<file path="src/rtl/phase_hop_pkg.sv">
package phase_hop_pkg;
  localparam int ADDR_W   = 4;
  localparam int MAX_REGS = 1 << ADDR_W;

  typedef struct packed {
    logic              wrLoad;
    logic [ADDR_W-1:0] wrIdx;
    logic              rdLoad;
    logic              rdInRange;
    logic [ADDR_W-1:0] rdIdx;
    logic              selInRange;
    logic [ADDR_W-1:0] selIdx;
  } hopCtrl_t;
endpackage

</file>
<file path="src/rtl/phase_hop_ctrl.sv">
module phase_hop_ctrl
  import phase_hop_pkg::*;
#(
  parameter int NUM_REGS = 16
) (
  input  logic              clk,
  input  logic              rstN,
  input  logic              wrEn,
  input  logic [ADDR_W-1:0] wrAddr,
  input  logic              rdEn,
  input  logic [ADDR_W-1:0] rdAddr,
  input  logic [ADDR_W-1:0] selIn,
  output hopCtrl_t          ctrl
);
  localparam logic [ADDR_W:0] LIMIT = (ADDR_W + 1)'(NUM_REGS);

  logic [ADDR_W-1:0] selQ;
  logic              selOkQ;

  // Select is captured once; the captured index steers the next accumulation.
  always_ff @(posedge clk or negedge rstN) begin
    if (!rstN) begin
      selQ   <= '0;
      selOkQ <= 1'b1;
    end else begin
      selQ   <= selIn;
      selOkQ <= ({1'b0, selIn} < LIMIT);
    end
  end

  always_comb begin
    ctrl.wrLoad     = wrEn && ({1'b0, wrAddr} < LIMIT);
    ctrl.wrIdx      = wrAddr;
    ctrl.rdLoad     = rdEn;
    ctrl.rdInRange  = ({1'b0, rdAddr} < LIMIT);
    ctrl.rdIdx      = rdAddr;
    ctrl.selInRange = selOkQ;
    ctrl.selIdx     = selQ;
  end
endmodule

</file>
<file path="src/rtl/phase_hop_datapath.sv">
module phase_hop_datapath
  import phase_hop_pkg::*;
#(
  parameter int NUM_REGS = 16,
  parameter int PHASE_W  = 32
) (
  input  logic               clk,
  input  logic               rstN,
  input  hopCtrl_t           ctrl,
  input  logic [PHASE_W-1:0] wrData,
  output logic [PHASE_W-1:0] phaseOut,
  output logic [PHASE_W-1:0] rdData,
  output logic [PHASE_W-1:0] activeStep
);
  logic [PHASE_W-1:0] bank [NUM_REGS];
  logic [PHASE_W-1:0] accQ;
  logic [PHASE_W-1:0] rdMux;

  for (genvar g = 0; g < NUM_REGS; g++) begin : g_slot
    always_ff @(posedge clk or negedge rstN) begin
      if (!rstN) begin
        bank[g] <= '0;
      end else if (ctrl.wrLoad && (ctrl.wrIdx == ADDR_W'(g))) begin
        bank[g] <= wrData;
      end
    end
  end

  // Explicit selection loops keep indices in range for any NUM_REGS.
  always_comb begin
    activeStep = '0;
    rdMux      = '0;
    for (int i = 0; i < NUM_REGS; i++) begin
      if (ctrl.selInRange && (ctrl.selIdx == ADDR_W'(i))) activeStep = bank[i];
      if (ctrl.rdInRange && (ctrl.rdIdx == ADDR_W'(i)))   rdMux      = bank[i];
    end
  end

  always_ff @(posedge clk or negedge rstN) begin
    if (!rstN) begin
      accQ   <= '0;
      rdData <= '0;
    end else begin
      accQ <= accQ + activeStep;
      if (ctrl.rdLoad) rdData <= rdMux;
    end
  end

  assign phaseOut = accQ;
endmodule

</file>
<file path="src/rtl/phase_hop_bank.sv">
module phase_hop_bank
  import phase_hop_pkg::*;
#(
  parameter int NUM_REGS = 16,
  parameter int PHASE_W  = 32
) (
  input  logic               clk,
  input  logic               rstN,
  input  logic               wrEn,
  input  logic [3:0]         wrAddr,
  input  logic [PHASE_W-1:0] wrData,
  input  logic               rdEn,
  input  logic [3:0]         rdAddr,
  output logic [PHASE_W-1:0] rdData,
  input  logic [3:0]         selIn,
  output logic [PHASE_W-1:0] phaseOut
);
  hopCtrl_t           ctrl;
  logic [PHASE_W-1:0] activeStep;

  phase_hop_ctrl #(.NUM_REGS(NUM_REGS)) u_ctrl (
    .clk(clk), .rstN(rstN), .wrEn(wrEn), .wrAddr(wrAddr),
    .rdEn(rdEn), .rdAddr(rdAddr), .selIn(selIn), .ctrl(ctrl)
  );

  phase_hop_datapath #(.NUM_REGS(NUM_REGS), .PHASE_W(PHASE_W)) u_dp (
    .clk(clk), .rstN(rstN), .ctrl(ctrl), .wrData(wrData),
    .phaseOut(phaseOut), .rdData(rdData), .activeStep(activeStep)
  );
endmodule

</file>
<file path="config.mk">
export PLATFORM = sky130hd
export DESIGN_NAME = phase_hop_bank
export DESIGN_NICKNAME = d
export VERILOG_FILES = /design/src/rtl/phase_hop_pkg.sv /design/src/rtl/phase_hop_ctrl.sv /design/src/rtl/phase_hop_datapath.sv /design/src/rtl/phase_hop_bank.sv
export SDC_FILE = /design/constraint.sdc
export NUM_CORES = 1
export LEC_CHECK = 0
export BUFFER_PORTS_ARGS = -buffer_cell sky130_fd_sc_hd__buf_2
export CELL_PAD_IN_SITES_DETAIL_PLACEMENT = 0
export CELL_PAD_IN_SITES_GLOBAL_PLACEMENT = 1
export CORE_MARGIN = 2
export CORE_UTILIZATION = 51
export CTS_BUF_LIST = sky130_fd_sc_hd__clkbuf_8 sky130_fd_sc_hd__clkbuf_16
export CTS_CLUSTER_SIZE = 40
export DETAILED_ROUTE_END_ITERATION = 8
export PLACE_DENSITY_LB_ADDON = 0.3
export SYNTH_ARGS = -nofsm -noshare
export SYNTH_HDL_FRONTEND = slang
export SYNTH_SLANG_ARGS = --single-unit
export TNS_END_PERCENT = 30
</file>
<file path="constraint.sdc">
create_clock -name clk -period 5.55 [get_ports clk]
set_input_delay 0.555 -clock clk [delete_from_list [all_inputs] [get_ports clk]]
set_output_delay 0.555 -clock clk [all_outputs]
set_load 0.01 [all_outputs]
</file>
; Word level (Yosys, flattened, before mapping)
; Index checks and enable logic that the tools add are counted.
[totals]
register_bits = 580
in_bits = 48
out_inout_bits = 64
[op_classes]
addsub = 1
n_eq_ne = 45
mux = 32
n_reduce_logical = 19
[ops]
columns = op, n
row1 = 2-to-1 mux 32 bit, 32
row2 = equality test 4 bit (second input constant), 24
row3 = equality test 4 x 3 -> 1 bit (second input constant), 12
row4 = adder 32 bit, 1
row5 = equality test 4 x 2 -> 1 bit (second input constant), 6
row6 = logical AND 1 bit, 16
row7 = equality test 4 x 1 -> 1 bit (second input constant), 3
row8 = zero test 4 bit, 3

; Depth between registers and ports, before layout
[logic_depth]
depth_word = 18
depth_mapped = 19

; Modules after synthesis
; A second synthesis with hierarchy kept.
[hier_totals]
cells_unflattened = 2642
hier_area_um2 = 29823.6
[by_module_without_submodules]
columns = module, n_inst, cells_each, area_each_um2, seq_area_each_um2
row1 = phase_hop_datapath, 1, 2625, 29629.7, 14413.8
row2 = phase_hop_ctrl, 1, 17, 193.9, 100.1

; Worst setup path after synthesis
; No wires, ideal clock.
[synth_timing]
path_type = register -> register
start = register u_ctrl.selQ[0]
end = register u_dp.accQ[28] (netlist: u_dp.phaseOut[28])
setup_ns = 0.126
t_arrival_ns = 3.885
required_ns = 5.424
path_slack_ns = 1.539
stages_incl_launch_ff = 18
period_less_slack_ns = 4.011
cell_sequence = dfrtp_1 > buf_4 > buf_4 > buf_2 > mux2i_1 > o21ai_0 > a222oi_1 > a31oi_1 > a221o_1 > ha_1 > fa_1 > a211o_1 > a21oi_2 > o311ai_2 > a21oi_1 > o31a_1 > nor3b_1 > a311o_1
[synth_via]
elab_chain_cells = 18
[synth_lines]
columns = element, line_no
row1 = "start, declared", phase_hop_ctrl.sv:17  ; logic [ADDR_W-1:0] selQ;
row2 = "start signal, assigned", phase_hop_ctrl.sv:26  ; selQ <= selIn;
row3 = zero test 4 bit, phase_hop_datapath.sv:34  ; if (ctrl.selInRange && (ctrl.selIdx == ADDR_W'(i))) activeStep = bank[i];
row4 = 2-to-1 mux 32 bit (15 in series), phase_hop_datapath.sv:34
row5 = 2-to-1 mux 32 bit *, phase_hop_datapath.sv:34
row6 = adder 32 bit *, phase_hop_datapath.sv:44  ; accQ <= accQ + activeStep;
row7 = "end signal, assigned", phase_hop_datapath.sv:44
row8 = "end, declared", phase_hop_datapath.sv:16  ; logic [PHASE_W-1:0] accQ;
; Mark *: on every way between the ends. The rest lies on a longest branch, timed or not.
; A chain may end at the register's enable or synchronous reset.

; Worst setup path in the final report
[layout_timing]
start = register u_ctrl.selQ[2]
end = register u_dp.accQ[29] (netlist: u_dp.phaseOut[29])
; The elaborated chain is that of the path after synthesis.

==> summary.md <==
| Metric | Value |
|---|---|
| Power per cell area | `422 nW/um^2` |
| Top cells by area, synth | `dfrtp_1 48%, mux2_2 20%, a21oi_1 3.1%, a22oi_1 2.6%, o21ai_0 2.2%` |
| Root Buffer | `clkbuf_16` |
| Yosys cell types | `81` |
| Worst EP arrival | `5650 ps` |
| Via count | `25875` |
| Max frequency | `196 MHz` |
| LEAKAGE | `14.4 nW` |
| Layout cells sized above 1 | `0.333` |
| Pre-CTS WS | `637 ps` |
| R2R Setup Slk | `440 ps` |
| Post-CTS Setup Repair Bufs | `0` |
| Htree depth | `3` |
| Residual DRC count | `0` |
| Vias per cell | `7.27` |
| Hold path depth | `1` |
| Hold Path End | `u_ctrl.selQ[1]` |
| Synth warn | `0` |
| Synth top area share | `0.479` |
| Port Buf Inserts | `111` |
| Num CTS Buffers | `66` |
| Final setup vio count | `0` |
| Sequential cell area | `14500 sq um` |
| Die area | `61400 sq um` |
| Overflow after GRT | `0` |
| Final hold violations | `0` |
| Ports | `112` |
| Synthesis-stage register bit count | `580` |
| Crit path buf inv count | `1` |
| Global-route wire length before repair | `177 mm` |
| Tightest Pin Transition | `1460 ps` |
| Dominant synthesized flop cell | `dfrtp_1` |
| Die Y | `248 microns` |
| Hold_ws | `51.9 ps` |
| Routability cong. | `1.02` |
| CP Max Fanout | `29` |
| RSZ-0062 raised after global routing | `no` |
| Setup TNS | `0 ps` |
| CP delay by family, top | `compound AO/OA/AOI/OAI gates` |
| Cell taking the most area after synthesis | `dfrtp_1` |
| Largest net degree at the start of global routing | `178` |
| Status | `finished clean` |
| Max-slew violation count | `0` |
| # fillers | `4875` |
| Max-capacitance violation count | `0` |
| Syn Area/Cell | `11.3 sq um` |
| Post-synth EDFFs | `0` |
| Final Util | `0.579` |
| Relative slew slack | `0.0226` |
| Post-DRT Antenna Nets | `0` |
| Final Skew | `32.3 ps` |
| TritonCTS clock tree | `yes` |
| Mapped Nets | `2756` |
| Layout area overhead | `12.5%` |
| Vias in the first global route | `25981` |
| HPWL after DPL | `76.8 mm` |
| Clock buffer depth | `3` |
| # rows | `89` |
| Worst setup SP type | `flop` |
| Die Width | `248 microns` |
| Initial antenna violation count | `4` |
| First-pass DRT Iterations | `9` |
| Hold_sp | `selIn[1]` |
| Multi-input gate area | `14900 sq um` |
| Routed len/inst | `34.3 microns` |
| Critical R2R Launch | `u_ctrl.selQ[2]` |
| Clock sink total | `580` |
| Initial DRC Count | `4042` |
| WL final | `122 mm` |
| Nets | `2815` |
| Async SR Flop Fraction | `1.00` |
| Reg2reg end | `u_dp.phaseOut[29]` |
| Post-Syn Area | `30300 sq um` |
| Clock Latency Late Sink | `630 ps` |
| Data required, critical path | `6090 ps` |
| Crit-path slowest cell | `dfrtp_2` |
| Crit-path max cell delay | `760 ps` |
| Hold WC Path Type | `input pin to flop` |
| Worst-path clk slew | `60 ps` |
| Critical path, cell by cell | `clkinv_1 -> nor2_1 -> nand2_1 -> o21ai_0 -> a41oi_1 -> a221o_1 -> ha_1 -> nand4_2 -> nor3_1 -> o311ai_1 -> a21oi_2 -> a31oi_4 -> o21ai_2 -> mux2i_1` |
| Initial Utilization | `0.514` |
| VDD IR max | `0.000255 V` |
| Final period utilization | `0.920` |
| CP Capture Type | `flop` |
| Core area | `58900 sq um` |
| Final WS setup | `444 ps` |
| Gr usage total | `0.398` |
| Seq/Total Area, Yosys | `0.479` |
| Setup Crit Path Kind | `flop to flop` |
| Minimum clock period | `5110 ps` |
| Gate Count Post-Synth | `2676` |
| FF-to-FF path depth | `14` |
[layout by cell type (no fill, tap or decap), drive strengths merged, types with 30 or more instances in the layout]
cell type / count
a22oi: 104
a221oi: 54
ha: 31
mux2i: 51
a22o: 39
a21oi: 191
o21ai: 137
clkbuf: 82
nand2: 140
a222oi: 34
inv: 30
nor2: 121
buf: 213
o22ai: 37
dfrtp: 580
mux2: 548
[how the worst max path moves through the flow]
stage,end,slack (ps),start,cells past startpoint
final,u_dp.phaseOut[29],440,u_ctrl.selQ[2],14
after global placement,u_dp.phaseOut[28],680,u_ctrl.selQ[2],15
after CTS,u_dp.phaseOut[28],620,u_ctrl.selQ[1],16
after detailed placement,u_dp.phaseOut[28],640,u_ctrl.selQ[1],16
after global routing,u_dp.phaseOut[20],280,u_ctrl.selQ[2],16
after floorplan,u_dp.phaseOut[28],1540,u_ctrl.selQ[0],17
[final cells by class]
| class | count | area share |
|---|---|---|
| clock inverter | 34 | 0.00862 |
| inverter | 16 | 0.00176 |
| sequential | 580 | 0.426 |
| tap | 773 | 0.0284 |
| clock buffer | 82 | 0.0559 |
| antenna | 5 | 0.000367 |
| multi-input combinational | 1857 | 0.437 |
| timing repair buffer | 214 | 0.0415 |
[flip-flops by register name, summed over array words and instances, names as in the netlist]
signal	flops
u_dp.bank	512
u_dp.phaseOut	32
u_dp.rdData	32
u_ctrl.selQ	4
[power by group]
| group | total, mW | switching (mW) | internal [mW] | leakage (nW) |
|---|---|---|---|---|
| clock network | 4.47 | 1.82 | 2.65 | 1.14 |
| logic | 3.64 | 1.91 | 1.72 | 6.21 |
| registers | 6.29 | 1.01 | 5.28 | 7.07 |
| total | 14.4 | 4.74 | 9.66 | 14.4 |
[kinds of logic after synthesis]
group,Yosys count,synth area share
flops,580,0.479
mux,606,0.226
compound gates,775,0.175
xor+xnor,26,0.00752
fa+ha+maj,32,0.0135
buf+inv,239,0.0335
simple gates,418,0.0655
[cell usage after synthesis, types with 16 or more instances]
library cell / count
nor3_1: 19
a22o_1: 39
nor2b_1: 16
ha_1: 31
o22ai_1: 37
nor2_1: 117
a221oi_1: 54
a22oi_1: 104
a222oi_1: 34
a31oi_1: 23
nand3_1: 23
a21oi_1: 188
dfrtp_1: 580
o221ai_1: 29
mux2_2: 546
o21ai_0: 132
a21o_1: 22
or3_1: 23
clkbuf_1: 126
nand4_1: 25
buf_1: 21
nand2_1: 139
mux2i_1: 51
buf_2: 66
[repair_timing]
| item | in CTS | in global routing |
|---|---|---|
| hold endpoints to repair | 71 | 0 |
| gates resized for setup | 0 | 0 |
| hold buffers | 1 | 0 |
[through the flow]
stage	total power, mW	area (sq um)	cells
after global placement	9.72	31900	3439
after global routing	15.0	34100	3556
after detailed placement	9.86	31900	3439
final	14.4	34100	3561
after floorplan	8.44	30300	2676
after CTS	14.3	34100	3556
[layer usage]
layer,part of all wire,GRT usage,vias up
met1,0.36,0.507,12808
li1,-,-,10303
met4,0.082,0.270,2
met2,0.42,0.577,2121
met3,0.13,0.131,641
met5,0.00011,0,-
Note: power is estimated with default switching activity, not from simulation.
